===== config.mk =====
export PLATFORM = sky130hd
export DESIGN_NAME = bcd_adjust_unit
export DESIGN_NICKNAME = d
export VERILOG_FILES = /design/src/rtl/bcd_adj_pkg.sv /design/src/rtl/bcd_comb_adjust.sv /design/src/rtl/bcd_radix_split.sv /design/src/rtl/bcd_flag_gen.sv /design/src/rtl/bcd_adjust_unit.sv
export SDC_FILE = /design/constraint.sdc
export NUM_CORES = 1
export LEC_CHECK = 0
export ABC_AREA = 1
export BUFFER_PORTS_ARGS = -buffer_cell sky130_fd_sc_hd__buf_2
export CAP_MARGIN = 25
export CELL_PAD_IN_SITES_DETAIL_PLACEMENT = 0
export CELL_PAD_IN_SITES_GLOBAL_PLACEMENT = 1
export CORE_UTILIZATION = 38
export CTS_CLUSTER_SIZE = 10
export DETAILED_ROUTE_END_ITERATION = 10
export PLACE_DENSITY_LB_ADDON = 0.08
export SYNTH_ARGS = -nofsm -noshare
export SYNTH_HDL_FRONTEND = slang
export SYNTH_SLANG_ARGS = --single-unit

===== constraint.sdc =====
create_clock -name clk -period 3.05 [get_ports clk]
set_input_delay 0.305 -clock clk [delete_from_list [all_inputs] [get_ports clk]]
set_output_delay 0.305 -clock clk [all_outputs]
set_load 0.1 [all_outputs]

===== src/rtl/bcd_adj_pkg.sv =====
package bcd_adj_pkg;

  localparam int BYTE_W = 8;
  localparam int WORD_W = 2 * BYTE_W;

  localparam logic [BYTE_W-1:0] LO_FIX  = 8'h06;
  localparam logic [BYTE_W-1:0] HI_FIX  = 8'h60;
  localparam logic [3:0]        LO_LIM  = 4'd9;
  localparam logic [BYTE_W-1:0] HI_LIM  = 8'h9F;

  typedef enum logic [2:0] {
    OP_UADD = 3'd0,
    OP_USUB = 3'd1,
    OP_PADD = 3'd2,
    OP_PSUB = 3'd3,
    OP_SPLT = 3'd4,
    OP_FOLD = 3'd5,
    OP_RSV6 = 3'd6,
    OP_RSV7 = 3'd7
  } adj_op_e;

  typedef struct packed {
    logic [WORD_W-1:0] ax;
    logic              af;
    logic              cf;
    logic              fl_en;
  } adj_res_t;

endpackage


===== src/rtl/bcd_comb_adjust.sv =====
module bcd_comb_adjust
  import bcd_adj_pkg::*;
#(
  parameter int RADIX = 10
) (
  input  adj_op_e           op_i,
  input  logic [WORD_W-1:0] ax_i,
  input  logic              af_i,
  input  logic              cf_i,
  output adj_res_t          res_o
);

  localparam logic [BYTE_W-1:0] RADIX_B = BYTE_W'(RADIX);

  logic [BYTE_W-1:0] al, ah;
  logic              lo_hit, hi_hit;
  logic [BYTE_W-1:0] lo_step, hi_step;
  logic [BYTE_W-1:0] al_up, al_dn, ah_up, ah_dn;
  logic [BYTE_W-1:0] pk_up, pk_dn, fold;

  assign al = ax_i[BYTE_W-1:0];
  assign ah = ax_i[WORD_W-1:BYTE_W];

  // both tests read the presented AL and flags, before any correction
  assign lo_hit = (al[3:0] > LO_LIM) | af_i;
  assign hi_hit = (al > HI_LIM) | cf_i;

  assign lo_step = lo_hit ? LO_FIX : '0;
  assign hi_step = hi_hit ? HI_FIX : '0;

  assign al_up = al + LO_FIX;
  assign al_dn = al - LO_FIX;
  assign ah_up = ah + 8'd1;
  assign ah_dn = ah - 8'd1;

  assign pk_up = al + lo_step + hi_step;
  assign pk_dn = al - lo_step - hi_step;

  assign fold = ah * RADIX_B + al;

  always_comb begin
    res_o.ax    = ax_i;
    res_o.af    = af_i;
    res_o.cf    = cf_i;
    res_o.fl_en = 1'b0;
    unique case (op_i)
      OP_UADD: begin
        res_o.ax = lo_hit ? {ah_up, 4'h0, al_up[3:0]} : {ah, 4'h0, al[3:0]};
        res_o.af = lo_hit;
        res_o.cf = lo_hit;
      end
      OP_USUB: begin
        res_o.ax = lo_hit ? {ah_dn, 4'h0, al_dn[3:0]} : {ah, 4'h0, al[3:0]};
        res_o.af = lo_hit;
        res_o.cf = lo_hit;
      end
      OP_PADD: begin
        res_o.ax    = {ah, pk_up};
        res_o.af    = lo_hit;
        res_o.cf    = hi_hit;
        res_o.fl_en = 1'b1;
      end
      OP_PSUB: begin
        res_o.ax    = {ah, pk_dn};
        res_o.af    = lo_hit;
        res_o.cf    = hi_hit;
        res_o.fl_en = 1'b1;
      end
      OP_FOLD: begin
        res_o.ax    = {8'h00, fold};
        res_o.af    = 1'b0;
        res_o.cf    = 1'b0;
        res_o.fl_en = 1'b1;
      end
      OP_SPLT: begin
        res_o.af    = 1'b0;
        res_o.cf    = 1'b0;
        res_o.fl_en = 1'b1;
      end
      OP_RSV6, OP_RSV7: begin
        res_o.ax = ax_i;
      end
    endcase
  end

endmodule


===== src/rtl/bcd_radix_split.sv =====
module bcd_radix_split
  import bcd_adj_pkg::*;
#(
  parameter int RADIX = 10
) (
  input  logic              clk,
  input  logic              rst,
  input  logic              load_i,
  input  logic [BYTE_W-1:0] dividend_i,
  output logic              busy_o,
  output logic              fin_o,
  output logic [BYTE_W-1:0] quo_o,
  output logic [BYTE_W-1:0] rem_o
);

  localparam int STEPS = BYTE_W;
  localparam int CNT_W = $clog2(STEPS);
  localparam int REM_W = $clog2(RADIX) + 1;
  localparam logic [REM_W-1:0] RAD_R  = REM_W'(RADIX);
  localparam logic [CNT_W-1:0] LAST_S = CNT_W'(STEPS - 1);

  logic [BYTE_W-1:0] shreg, quo;
  logic [REM_W-1:0]  rem, trial;
  logic [CNT_W-1:0]  cnt;
  logic              fits;

  assign trial = {rem[REM_W-2:0], shreg[BYTE_W-1]};
  assign fits  = (trial >= RAD_R);

  always_ff @(posedge clk) begin
    if (rst) begin
      shreg  <= '0;
      quo    <= '0;
      rem    <= '0;
      cnt    <= '0;
      busy_o <= 1'b0;
      fin_o  <= 1'b0;
    end else begin
      fin_o <= 1'b0;
      if (load_i && !busy_o) begin
        shreg  <= dividend_i;
        quo    <= '0;
        rem    <= '0;
        cnt    <= '0;
        busy_o <= 1'b1;
      end else if (busy_o) begin
        rem   <= fits ? (trial - RAD_R) : trial;
        quo   <= {quo[BYTE_W-2:0], fits};
        shreg <= {shreg[BYTE_W-2:0], 1'b0};
        cnt   <= cnt + 1'b1;
        if (cnt == LAST_S) begin
          busy_o <= 1'b0;
          fin_o  <= 1'b1;
        end
      end
    end
  end

  assign quo_o = quo;
  assign rem_o = {{(BYTE_W-REM_W){1'b0}}, rem};

endmodule


===== src/rtl/bcd_flag_gen.sv =====
module bcd_flag_gen
  import bcd_adj_pkg::*;
(
  input  logic [BYTE_W-1:0] val_i,
  input  logic              en_i,
  output logic              zf_o,
  output logic              sf_o,
  output logic              pf_o
);

  assign zf_o = en_i & (val_i == '0);
  assign sf_o = en_i & val_i[BYTE_W-1];
  assign pf_o = en_i & ~(^val_i);

endmodule


===== src/rtl/bcd_adjust_unit.sv =====
module bcd_adjust_unit
  import bcd_adj_pkg::*;
#(
  parameter int RADIX = 10
) (
  input  logic        clk,
  input  logic        rst,
  input  logic        start,
  input  logic [2:0]  op,
  input  logic [15:0] ax_in,
  input  logic        af_in,
  input  logic        cf_in,
  output logic [15:0] ax_out,
  output logic        af_out,
  output logic        cf_out,
  output logic        zf_out,
  output logic        sf_out,
  output logic        pf_out,
  output logic        done,
  output logic        busy
);

  adj_op_e           op_e;
  adj_res_t          c_res, n_res;
  logic              accept, split_go;
  logic              sp_busy, sp_fin;
  logic [BYTE_W-1:0] sp_quo, sp_rem;
  logic              n_zf, n_sf, n_pf;
  logic              busy_q;

  assign op_e     = adj_op_e'(op);
  assign accept   = start && !busy_q;
  assign split_go = accept && (op_e == OP_SPLT);

  bcd_comb_adjust #(.RADIX(RADIX)) u_comb (
    .op_i  (op_e),
    .ax_i  (ax_in),
    .af_i  (af_in),
    .cf_i  (cf_in),
    .res_o (c_res)
  );

  bcd_radix_split #(.RADIX(RADIX)) u_split (
    .clk        (clk),
    .rst        (rst),
    .load_i     (split_go),
    .dividend_i (ax_in[BYTE_W-1:0]),
    .busy_o     (sp_busy),
    .fin_o      (sp_fin),
    .quo_o      (sp_quo),
    .rem_o      (sp_rem)
  );

  always_comb begin
    if (sp_fin) begin
      n_res.ax    = {sp_quo, sp_rem};
      n_res.af    = 1'b0;
      n_res.cf    = 1'b0;
      n_res.fl_en = 1'b1;
    end else begin
      n_res = c_res;
    end
  end

  bcd_flag_gen u_flags (
    .val_i (n_res.ax[BYTE_W-1:0]),
    .en_i  (n_res.fl_en),
    .zf_o  (n_zf),
    .sf_o  (n_sf),
    .pf_o  (n_pf)
  );

  always_ff @(posedge clk) begin
    if (rst) begin
      ax_out <= '0;
      af_out <= 1'b0;
      cf_out <= 1'b0;
      zf_out <= 1'b0;
      sf_out <= 1'b0;
      pf_out <= 1'b0;
      done   <= 1'b0;
      busy_q <= 1'b0;
    end else begin
      done <= 1'b0;
      if (sp_fin || (accept && !split_go)) begin
        ax_out <= n_res.ax;
        af_out <= n_res.af;
        cf_out <= n_res.cf;
        zf_out <= n_zf;
        sf_out <= n_sf;
        pf_out <= n_pf;
        done   <= 1'b1;
        busy_q <= 1'b0;
      end else if (split_go) begin
        busy_q <= 1'b1;
      end
    end
  end

  assign busy = busy_q | sp_busy;

endmodule


# After elaboration in Yosys (flattened, before gate mapping)
# Index checks and enable logic that the tools add are counted.
# W data, S select, Z words.
[totals]
output_inout_bits = 23
input_bits = 24
reg_bits = 49
[classes]
mul = 1
magnitude_cmp = 3
addsub = 11
mux = 16
n_bitwise = 8
n_reduce_logical = 19
eq_ne = 6
[ops]
columns = ["operator", "n"]
rows = [
  ["$pmux W16 S5", 1],
  ["$mux W16", 2],
  ["$mux W19", 1],
  ["$add A8 B8 Y8", 2],
  ["$mux W8", 2],
  ["$reduce_or A2 Y1", 5],
  ["$eq A3 B3 Y1 const B", 3],
  ["$add A8 B1 Y8 const B", 1],
  ["$add A8 B3 Y8", 1],
  ["$gt A8 B8 Y1 const B", 1],
  ["$logic_not A8 Y1", 1],
  ["$mul A8 B3 Y7 const B", 1],
  ["$reduce_xor A8 Y1", 1],
  ["$sub A8 B1 Y8 const B", 1],
  ["$sub A8 B3 Y8", 1],
  ["$sub A8 B8 Y8", 1],
  ["$mux W7", 1],
  ["$eq A3 B2 Y1 const B", 2],
  ["$mux W1", 6],
  ["$pmux W2 S3", 1],
  ["$ge A5 B4 Y1 const B", 1],
  ["$mux W5", 1],
  ["$sub A5 B4 Y5 const B", 1],
  ["$add A4 B3 Y4 const B", 1],
  ["15 further kinds", 25],
]

# Logic depth before layout (Yosys ltp)
# Gate-level depths: netlist (run 1).
[depth]
depth_word = 10
depth_mapped = 22

# By module
# Synthesis (run 1) repeated with hierarchy kept, for this count alone.
[hier_totals]
hier_cells = 720
area_unflattened_um2 = 4573.1
[modules_own_cells]
columns = ["module", "n_inst", "area_per_inst_um2", "cells_each"]
rows = [
  ["bcd_comb_adjust", 1, 1953.1, 360],
  ["bcd_adjust_unit", 1, 1238.7, 163],
  ["bcd_radix_split", 1, 1228.7, 166],
  ["bcd_flag_gen", 1, 152.6, 31],
]

# Least setup slack after synthesis (run 1)
# OpenSTA, ideal clock, no wires.
[synth_timing]
path_kind = "input -> register"
start = "in ax_in[0]"
end = "reg pf_out"
path_slack_ps = -75
arrival_ps = 3006
setup_time_ps = 119
stages = 19
path_cell_list = "inv_1 > ha_1 > o21ai_0 > nand2_1 > nand2_2 > buf_4 > ha_1 > inv_1 > ha_1 > a21oi_1 > nand3_1 > a21oi_1 > o21ai_0 > nand4_1 > nand2_1 > ha_1 > xnor2_1 > xnor2_1 > a32o_1"
[synth_via]
elab_chain_len = 10
word_cells_on_any_way = 20
classes_between = "add/sub: 7; order compare: 2; mux: 6; bitwise: 4; reduce/logical: 1"
[synth_rtl]
columns = ["item", "line_no", "rtl"]
rows = [
  ["start: declaration", "bcd_adjust_unit.sv:10", "input logic [15:0] ax_in,"],
  ["$gt A4 B4 Y1", "bcd_comb_adjust.sv:25", "assign lo_hit = (al[3:0] > LO_LIM) | af_i;"],
  ["$or A1 B1 Y1", "bcd_comb_adjust.sv:25", ""],
  ["$mux W3", "bcd_comb_adjust.sv:28", "assign lo_step = lo_hit ? LO_FIX : '0;"],
  ["$sub A8 B3 Y8 or $add A8 B3 Y8 (tied branches)", "bcd_comb_adjust.sv:37, bcd_comb_adjust.sv:36", ""],
  ["$sub A8 B8 Y8 or $add A8 B8 Y8 (tied branches)", "bcd_comb_adjust.sv:37, bcd_comb_adjust.sv:36", ""],
  ["$pmux W16 S5 (*)", "bcd_comb_adjust.sv:46", "unique case (op_i)"],
  ["$mux W19 (*)", "bcd_adjust_unit.sv:55", "if (sp_fin) begin"],
  ["$reduce_xor A8 Y1 (*)", "bcd_flag_gen.sv:13", "assign pf_o = en_i & ~(^val_i);"],
  ["$not A1 Y1 (*)", "bcd_flag_gen.sv:13", ""],
  ["$and A1 B1 Y1 (*)", "bcd_flag_gen.sv:13", ""],
  ["end signal: assignment", "bcd_adjust_unit.sv:91", "pf_out <= n_pf;"],
  ["end: declaration", "bcd_adjust_unit.sv:18", "output logic pf_out,"],
]
# Every way passes the cells marked *; elsewhere a longest branch is shown, timed or not.
# A chain may end at the register's enable or synchronous reset.

# Worst setup path in the final report (run 1)
# Ends and elaborated chain as after synthesis.

==> metrics.yaml, run 1 <==
outcome:
  outcome: "finished clean"
global_route:
  grt_overflow_total: 0
  grt_antenna_before_repair: 0
  grt_pass1_vias: 3792
  track_usage: 0.229
  grt_pass1_wl_um: 18800
  grt_max_degree: 23
yosys:
  syn_avg_cell_area_um2: 6.43
  synth_cell_type_count: 39
  syn_inst: 602
  syn_area_mm2: 0.00387
  syn_nets: 668
  synth_warnings: 0
  synth-seq-area-share: 0.253
  ys_ff_latch: 49
sta:
  maxSlewViolCount: 0
  fmax_mhz: 344
  hold_viol_final: 0
  tightest_slew_ns: 0.513
  hold_ws_ns: 0.250
  final.min_clock_period_ns: 2.91
  setup_viol: 0
  finalCritPeriodShare: 0.954
  timing.final.ws_setup_ns: 0.140
  slew_headroom: 0.658
  finClkSkew_ns: 0.00717
worst_setup_path:
  r2r_slack_ns: 0.91
  r2r_cells: 7
  cp_max_fo: 5
  rr_endpoint: "pf_out$_SDFFE_PP0P_"
  crit_arrival_ns: 3.11
  r2r_start: "u_split.fin_o$_SDFF_PP0_"
  crit_required_ns: 3.25
  critPathLaunchType: "input port"
  worstSetupPathType: "in2reg"
  worstSetupEndpointType: "flop"
job:
  timing.max_cap.violations: 0
worst_hold_path:
  holdPathStages: 2
  min_to: "u_split.shreg[0]$_SDFFE_PP0P_"
  hp-class: "in2reg"
  hold_path_startpoint: "rst"
floorplanning:
  die_y_um: 103
  dieArea_mm2: 0.0106
  fp-row-count: 36
  dieWidth_um: 103
  ios: 47
  initial_utilization: 0.394
  fp.coreArea_mm2: 0.00982
cts:
  clk_pin_slew_ns: 0.09
  post_cts_buffers: 0
  cts.sinks: 49
  cts_max_path_buffers: 2
  cts_tree: "yes"
  clock_latency_ns: 0.30
  root_buffer: "clkbuf_8"
  hold_buffers: 0
  cts_resized: 0
  htree_levels: 2
  cts_buffers: 5
routing:
  vias: 4087
  wl_per_cell_um: 13.9
  dr.pass1.iters: 5
  totalWireLength_um: 11400
  vias_per_cell: 4.95
  ant_nets: 0
  first_iter_violations: 217
  drc_errors: 0
placement:
  place_ws_ns: -0.313
  hpwl_um: 9330
  dpl_cell_area_mm2: 0.00462
  dp_cells: 818
  place.gp.congestion: 0.941
  portBuffers: 46
finish:
  layout.nets: 758
  final_common_cell: "nand2_1"
  area_growth_pct: 24.1
  drive_gt1_frac: 0.196
  seqCellArea_um2: 981
  diodes: 0
  fin_util: 0.489
  multiInputGateArea_mm2: 0.00260
  stdcell_count: 826
  fin_area_mm2: 0.00481
  num-fill-cells: 1071
  layout_common_cells: "nand2_1 (172), inv_1 (75), buf_4 (54)"
power:
  p_clk_frac: 0.242
  pwr-share-comb: 0.405
  seqPwrFrac: 0.353
  peakVddDrop_uv: 294
  power_switching_share: 0.382
  powerDensity_mw_per_mm2: 402
  intPower_mw: 1.19
  power.switching_uw: 739
  p_leak_nw: 2.42
==> worst max-delay path by stage <==
stage / from / end / slack (ns) / cells after the start
5_1_grt: ax_in[0] / pf_out$_SDFFE_PP0P_ / -0.0002 / 18
3_5_place_dp: ax_in[11] / pf_out$_SDFFE_PP0P_ / -0.31 / 16
3_3_place_gp: ax_in[9] / pf_out$_SDFFE_PP0P_ / -0.22 / 18
2_1_floorplan: ax_in[0] / pf_out$_SDFFE_PP0P_ / 0.02 / 22
6_report: ax_in[0] / pf_out$_SDFFE_PP0P_ / 0.14 / 18
4_1_cts: ax_in[11] / pf_out$_SDFFE_PP0P_ / 0.02 / 16
==> per-layer routing <==
| metal | GRT usage | up-vias | part of all wire |
|---|---|---|---|
| li1 | - | 2156 | - |
| met1 | 0.309 | 1822 | 0.49 |
| met2 | 0.398 | 96 | 0.46 |
| met3 | 0.0264 | 13 | 0.043 |
| met4 | 0.0358 | 0 | 0.010 |
| met5 | 0 | - | 0 |
==> kinds of logic (layout without fill, tap and decap cells) <==
kind of cell,Yosys count,in the layout,synth area share
AOI/OAI and AO/OA,108,108,0.155
xor gates and xnor gates,11,11,0.0249
adders and majority gates,42,42,0.141
buffers and inverters,99,190,0.101
DFF,49,49,0.253
and+or+nand+nor,293,293,0.324
==> cell usage after synthesis (all sizes together) <==
| library cell | instances | share of area |
|---|---|---|
| o21ai | 48 | 0.062 |
| nand3 | 45 | 0.059 |
| o21a | 1 | 0.0019 |
| a31oi | 1 | 0.0016 |
| o31ai | 3 | 0.0058 |
| ha | 39 | 0.13 |
| or2 | 3 | 0.0048 |
| a22oi | 1 | 0.0019 |
| clkinv | 2 | 0.0019 |
| nand2 | 176 | 0.17 |
| a211oi | 1 | 0.0019 |
| xor2 | 4 | 0.0090 |
| nand4 | 16 | 0.026 |
| xnor2 | 7 | 0.016 |
| clkbuf | 7 | 0.0071 |
| fa | 3 | 0.016 |
| buf | 10 | 0.015 |
| a21oi | 39 | 0.051 |
| inv | 80 | 0.078 |
| o22ai | 1 | 0.0016 |
| o2111ai | 1 | 0.0023 |
| o21bai | 1 | 0.0019 |
| nor2 | 43 | 0.045 |
| a32o | 1 | 0.0026 |
| nor3 | 4 | 0.0052 |
| nand3b | 6 | 0.012 |
| o221ai | 3 | 0.0068 |
| dfxtp | 49 | 0.25 |
| o211ai | 6 | 0.012 |
| a21o | 1 | 0.0019 |
==> power by group through the flow <==
stage          clock network (mW)  logic [mW]  registers [mW]
4_1_cts                     0.485       0.759           0.682
6_report                    0.467       0.782           0.681
3_5_place_dp                    0       0.755           0.697
3_3_place_gp                    0       0.748           0.697
2_1_floorplan                   0       0.358           0.848
5_1_grt                     0.506       0.870           0.685
==> metrics by stage <==
stage                       TNS, ns  power, mW
after floorplan                   0       1.21
after global placement       -0.222       1.44
after detailed placement     -0.383       1.45
after CTS                         0       1.93
after global routing      -0.000153       2.06
final                             0       1.93
==> worst max-delay path, cell delays in order <==
cell     delay, ns
buf_2         0.12
inv_1         0.06
ha_1          0.18
o21ai_1       0.14
nand2_1       0.09
nand2_2       0.12
ha_1          0.15
inv_1         0.06
ha_4          0.22
a21oi_2       0.19
nand3_1       0.11
o21ai_0       0.30
nand4_1       0.21
nand2_2       0.14
ha_4          0.21
xnor2_2       0.13
xnor2_1       0.13
a32o_1        0.25
==> state kept, by name (all words and copies together) (netlist names), 3 cells and up <==
name / cells
ax_out: 16
u_split.cnt: 3
u_split.quo_o: 8
u_split.shreg: 8
u_split.rem: 5
==> layout make-up <==
cell class | instances | share of cell area
multi-input cells | 454 | 0.541
clock buffers | 5 | 0.0143
well taps | 133 | 0.0346
clock inverters | 3 | 0.00963
repair buffers | 100 | 0.132
flip-flops and latches | 49 | 0.204
inverters | 82 | 0.0640
No activity file was read; power rests on OpenSTA's default activity.
==> inputs of run 2 (changes only) <==
ABC_AREA = default   (was 1)
CAP_MARGIN = default   (was 25)
CORE_UTILIZATION = 40   (was 38)
==> run 2 against run 1 <==
  * Fmax shrank 4.6%
  * Sequential cell count is the same
  * Clock skew is essentially flat
  * Register-to-register slack lost 0.08 ns
  * Die area shrank 4.5%
  * Critical path depth is the same
==> metrics.yaml, run 2 <==
outcome:
  outcome: "finished clean"
sta:
  finClkSkew_ns: 0.00760
  tightest_slew_ns: 0.694
  finalCritPeriodShare: 1.00
  maxSlewViolCount: 0
  final.min_clock_period_ns: 3.05
  hold_viol_final: 0
  setup_viol: 0
  slew_headroom: 0.525
  grt_setup_unrepaired: "yes"
  fmax_mhz: 328
  hold_ws_ns: 0.300
yosys:
  synth_area_leaders: "dfxtp_1 (25%), ha_1 (13%), mux2i_1 (5.7%)"
  syn_nets: 547
  async_flop_share: 0
  syn_area_mm2: 0.00389
  synth_warnings: 0
  syn_inst: 481
  synth_cell_type_count: 67
  synth_edf_count: 0
  ys_ff_latch: 49
  synthTopCellsByCount: "nor2_1 (54), dfxtp_1 (49), a21oi_1 (39), ha_1 (39), o21ai_0 (29)"
  syn_avg_cell_area_um2: 8.09
  synthFlopType: "dfxtp_1"
  synth.top_cell.area_share: 0.252
  synth-seq-area-share: 0.252
  yosysMostFrequentCell: "nor2_1"
  synth_top_cell_by_area: "dfxtp_1"
cts:
  cts_tree: "yes"
  htree_levels: 2
  root_buffer: "clkbuf_8"
  cts_max_path_buffers: 2
  clock_latency_ns: 0.30
  hold_buffers: 0
  cts_buffers: 5
  clk_pin_slew_ns: 0.08
  cts.sinks: 49
finish:
  drive_gt1_frac: 0.255
  layout.nets: 633
  layout_common_cells: "buf_4 (58), nor2_1 (54), dfxtp_1 (49)"
  final_common_cell: "buf_4"
  num-fill-cells: 950
  multiInputGateArea_mm2: 0.00283
  diodes: 0
  seqCellArea_um2: 981
  area_growth_pct: 24.5
  fin_util: 0.520
  largest_reg_flops: 16
  regMostFlops: "ax_out"
  fin_area_mm2: 0.00485
global_route:
  grt_pass1_wl_um: 18700
  grt_overflow_total: 0
  track_usage: 0.239
  grt_antenna_before_repair: 0
  grt_max_degree: 40
  grt_pass1_vias: 3552
worst_setup_path:
  critPathLaunchType: "input port"
  crit_top_cell: "ha_4"
  slowest_delay_ns: 0.37
  worstSetupPathType: "in2reg"
  cp_slowest_cell: "fa_2"
  crit_family: "adder cells"
  crit_arrival_ns: 3.24
  worstSetupEndpointType: "flop"
  crit_required_ns: 3.24
  path_cells: "buf_4 > inv_4 > ha_4 > o21bai_4 > a21oi_4 > inv_6 > ha_4 > fa_2 > nor2b_4 > a221oi_2 > mux2_4 > nand2_2 > a221o_1 > nand2_1 > ha_1 > xor2_1 > xnor2_1 > a22o_1"
  cp_num_buf_inv: 3
  cp_max_fo: 3
routing:
  dr.pass1.iters: 4
  vias_per_cell: 5.43
  vias: 3787
  ant_nets: 0
  wl_per_cell_um: 16.6
  first_iter_violations: 236
  drc_errors: 0
  totalWireLength_um: 11600
floorplanning:
  dieArea_mm2: 0.0101
  fp.coreArea_mm2: 0.00933
  ios: 47
  initial_utilization: 0.417
  dieWidth_um: 101
  die_y_um: 101
  fp-row-count: 35
power:
  peakVddDrop_uv: 239
  powerDensity_mw_per_mm2: 398
  p_leak_nw: 2.12
placement:
  hpwl_um: 9080
  place.gp.congestion: 0.882
  dpl_cell_area_mm2: 0.00466
  portBuffers: 46
worst_hold_path:
  hp-class: "in2reg"
job:
  timing.max_cap.violations: 0
run 2: changes by cell type after synthesis, sizes merged, moves of 14 or more:
cell | previous run | this run
nand3 | 45 | 14
o21ai | 48 | 30
nand4 | 16 | 2
inv | 80 | 24
mux2i | 0 | 22
nand2 | 176 | 26
run 2: routing by layer:
layer	GRT usage	up-vias	routed length [um]
met3	0.0257	6	576
met5	0	-	0
met2	0.392	100	5230
met1	0.346	1753	5660
met4	0.0301	0	88
li1	-	1928	-
run 2: path summary, 6_finish.rpt:
path                                 start                      end  slack, ns  cells after the start
hold / removal                   ax_in[15]  ax_out[15]$_SDFFE_PP0P_       0.30                      3
setup reg to reg  u_split.fin_o$_SDFF_PP0_      pf_out$_SDFFE_PP0P_       0.83                      8
setup / recovery                  ax_in[0]      pf_out$_SDFFE_PP0P_     0.0006                     18
hold reg to reg     ax_out[5]$_SDFFE_PP0P_   ax_out[5]$_SDFFE_PP0P_       0.46                      2
run 2: area by class of cell:
cell class / count / area share
Multi-Input combinational cell: 383 / 0.583
Sequential cell: 49 / 0.202
Timing Repair Buffer: 104 / 0.140
Tap cell: 129 / 0.0333
Inverter: 24 / 0.0235
Clock buffer: 5 / 0.0142
Clock inverter: 3 / 0.00361
run 2: timing repair:
| action | 4_1_cts | 5_1_grt |
|---|---|---|
| buffers inserted | 2 | 0 |
| pin swaps | 10 | 6 |
| resized for setup | 11 | 10 |
| endpoints found under the setup margin | 1 | 1 |
run 2: through the flow:
stage          total power, mW  setup WS [ns]  setup TNS [ns]  instances
2_1_floorplan             1.28         -0.171          -0.171        481
3_3_place_gp              1.53         -0.399          -0.541        687
3_5_place_dp              1.53         -0.432          -0.647        687
4_1_cts                   1.92        0.00884               0        697
5_1_grt                   2.04         -0.107          -0.107        697
6_report                  1.93       0.000585               0        697
run 2: where the power goes:
part           switching (mW)  internal (mW)
sequential             0.0162          0.669
combinational           0.537          0.332
clock                   0.214          0.159
total                   0.767           1.16
run 2: worst min-delay path, stage by stage:
cell and delay (ns):
buf_2 0.09, nor3_1 0.05, o22ai_1 0.10
run 2: logic make-up (layout without fill, tap and decap cells):
logic type / after synthesis / in the layout / synth area share
AND/OR/NAND/NOR: 153 / 153 / 0.191
AO/OA/AOI/OAI: 139 / 139 / 0.242
flip-flops: 49 / 49 / 0.252
buffers and inverters: 49 / 136 / 0.0540
adder cells (fa/ha/maj): 42 / 42 / 0.141
XOR/XNOR: 25 / 25 / 0.0582
multiplexers: 24 / 24 / 0.0624
==> inputs of run 3 (changes only) <==
CORE_UTILIZATION = 44   (was 40)
clock period = 3.3 ns   (was 3.05 ns; I/O delays follow)
==> run 3 against run 2 <==
  * Register-to-register slack better by 0.10 ns
  * Worst hold slack better by 0.033 ns
  * First-iteration DRC count is 12% lower
  * Non-clock buffer count is 18 lower
  * Global-route usage is 1.6 points higher
  * Via count hardly changed
  * Sequential share of layout area is 0.92 points higher
  * Die area is 8.9% lower
  * Clock power is 18% higher
  * Clock-buffer cell count stayed put
  * Final area is 4.4% lower
  * Power is 4.2% lower
==> metrics.yaml, run 3 (same netlist as run 2, synthesis figures left out) <==
outcome:
  outcome: "finished clean"
power:
  intPower_mw: 1.12
  p_clk_frac: 0.240
  power_switching_share: 0.392
  peakVddDrop_uv: 219
  seqPwrFrac: 0.344
  p_leak_nw: 2.03
  powerDensity_mw_per_mm2: 398
  power.switching_uw: 722
  pwr-share-comb: 0.416
cts:
  clk_pin_slew_ns: 0.10
  cts_buffers: 5
  root_buffer: "clkbuf_8"
  clock_latency_ns: 0.30
  post_cts_buffers: 0
  cts_tree: "yes"
  cts_max_path_buffers: 2
  cts.sinks: 49
  htree_levels: 2
floorplanning:
  dieWidth_um: 96.1
  fp-row-count: 33
  dieArea_mm2: 0.00923
  fp.coreArea_mm2: 0.00838
  initial_utilization: 0.464
  ios: 47
  die_y_um: 96.1
placement:
  portBuffers: 46
  hpwl_um: 8740
  place.gp.congestion: 0.905
  dp_cells: 647
sta:
  maxSlewViolCount: 0
  hold_viol_final: 0
  slew_headroom: 0.590
  fin_setup_tns_ns: 0
  finClkSkew_ns: 0.00490
  finalCritPeriodShare: 0.979
  setup_viol: 0
  fmax_mhz: 309
  tightest_slew_ns: 0.611
  final.min_clock_period_ns: 3.23
finish:
  regMostFlops: "ax_out"
  multiInputGateArea_mm2: 0.00278
  drive_gt1_frac: 0.218
  layout_common_cells: "nor2_1 (54), dfxtp_1 (49), buf_2 (46)"
  final_common_cell: "nor2_1"
  layout.nets: 615
  seqCellArea_um2: 981
  area_growth_pct: 19.1
  stdcell_count: 655
  num-fill-cells: 839
  largest_reg_flops: 16
  diodes: 0
global_route:
  grt_antenna_before_repair: 0
  grt_pass1_wl_um: 17900
  track_usage: 0.255
  grt_max_degree: 35
  grt_pass1_vias: 3547
  grt_overflow_total: 0
worst_hold_path:
  hold_path_startpoint: "ax_in[15]"
  hp-class: "in2reg"
worst_setup_path:
  critPathLaunchType: "input port"
  crit_arrival_ns: 3.44
  worstSetupEndpointType: "flop"
  worstSetupPathType: "in2reg"
  crit_required_ns: 3.51
  cp_max_fo: 3
  r2r_start: "u_split.fin_o$_SDFF_PP0_"
  crit_path_start: "ax_in[9]"
job:
  timing.max_cap.violations: 0
routing:
  vias_per_cell: 5.79
  first_iter_violations: 207
  dr.pass1.iters: 4
  totalWireLength_um: 11300
  ant_nets: 0
  drc_errors: 0
  wl_per_cell_um: 17.2
  vias: 3790
-- run 3: changes by cell type in the layout (fill, tap and decap cells not counted), sizes merged --
cell / delta
buf: -18
bufinv: +1
clkinv: -1
-- run 3: power groups by stage --
stage	combinational, mW	sequential (mW)	clock, mW
2_1_floorplan	0.372	0.811	0
3_3_place_gp	0.740	0.647	0
3_5_place_dp	0.751	0.648	0
4_1_cts	0.754	0.634	0.452
5_1_grt	0.829	0.639	0.477
6_report	0.768	0.634	0.442
-- run 3: timing repair --
item | 4_1_cts | 5_1_grt
setup endpoints to repair | 0 | 1
gates resized for setup | 0 | 5
hold buffers | 0 | 0
-- run 3: final timing paths --
path | to | slack, ns | depth (start not counted)
max | pf_out$_SDFFE_PP0P_ | 0.07 | 15
max reg2reg | pf_out$_SDFFE_PP0P_ | 0.93 | 8
min | ax_out[15]$_SDFFE_PP0P_ | 0.33 | 3
min reg2reg | ax_out[5]$_SDFFE_PP0P_ | 0.46 | 2
-- run 3: cell type report --
| type | instances | area share |
|---|---|---|
| tap | 105 | 0.0283 |
| clock inverter | 3 | 0.00999 |
| timing repair buffer | 86 | 0.114 |
| inverter | 24 | 0.0211 |
| multi-input combinational | 383 | 0.600 |
| sequential | 49 | 0.212 |
| clock buffer | 5 | 0.0148 |
-- run 3: metrics by stage --
step | hold WS (ns) | utilization | instance area (um2) | total power [mW] | setup WS [ns]
global route | 0.364 | 0.553 | 4630 | 1.94 | -0.0205
detailed placement | 0.444 | 0.536 | 4500 | 1.40 | -0.267
finish | 0.333 | 0.553 | 4630 | 1.84 | 0.0689
CTS | 0.339 | 0.550 | 4610 | 1.84 | 0.0655
floorplan | 0.438 | - | 3950 | 1.18 | 0.0106
global placement | 0.436 | 0.536 | 4500 | 1.39 | -0.164
-- run 3: worst max-delay path, cell delays in order --
cell	delay, ns
buf_2	0.11
ha_1	0.29
ha_2	0.20
fa_1	0.53
ha_4	0.30
o21ai_0	0.08
o21ai_1	0.14
o21ai_1	0.10
xnor2_1	0.28
a221o_1	0.25
nand2_1	0.07
ha_1	0.29
xor2_1	0.16
xnor2_1	0.13
a22o_1	0.19
-- run 3: per-layer routing --
layer / up-vias / GRT usage / share of wire
met5: - / 0 / 0
met4: 0 / 0.0435 / 0.0098
met3: 11 / 0.0332 / 0.067
met2: 132 / 0.423 / 0.46
met1: 1768 / 0.356 / 0.46
li1: 1879 / - / -
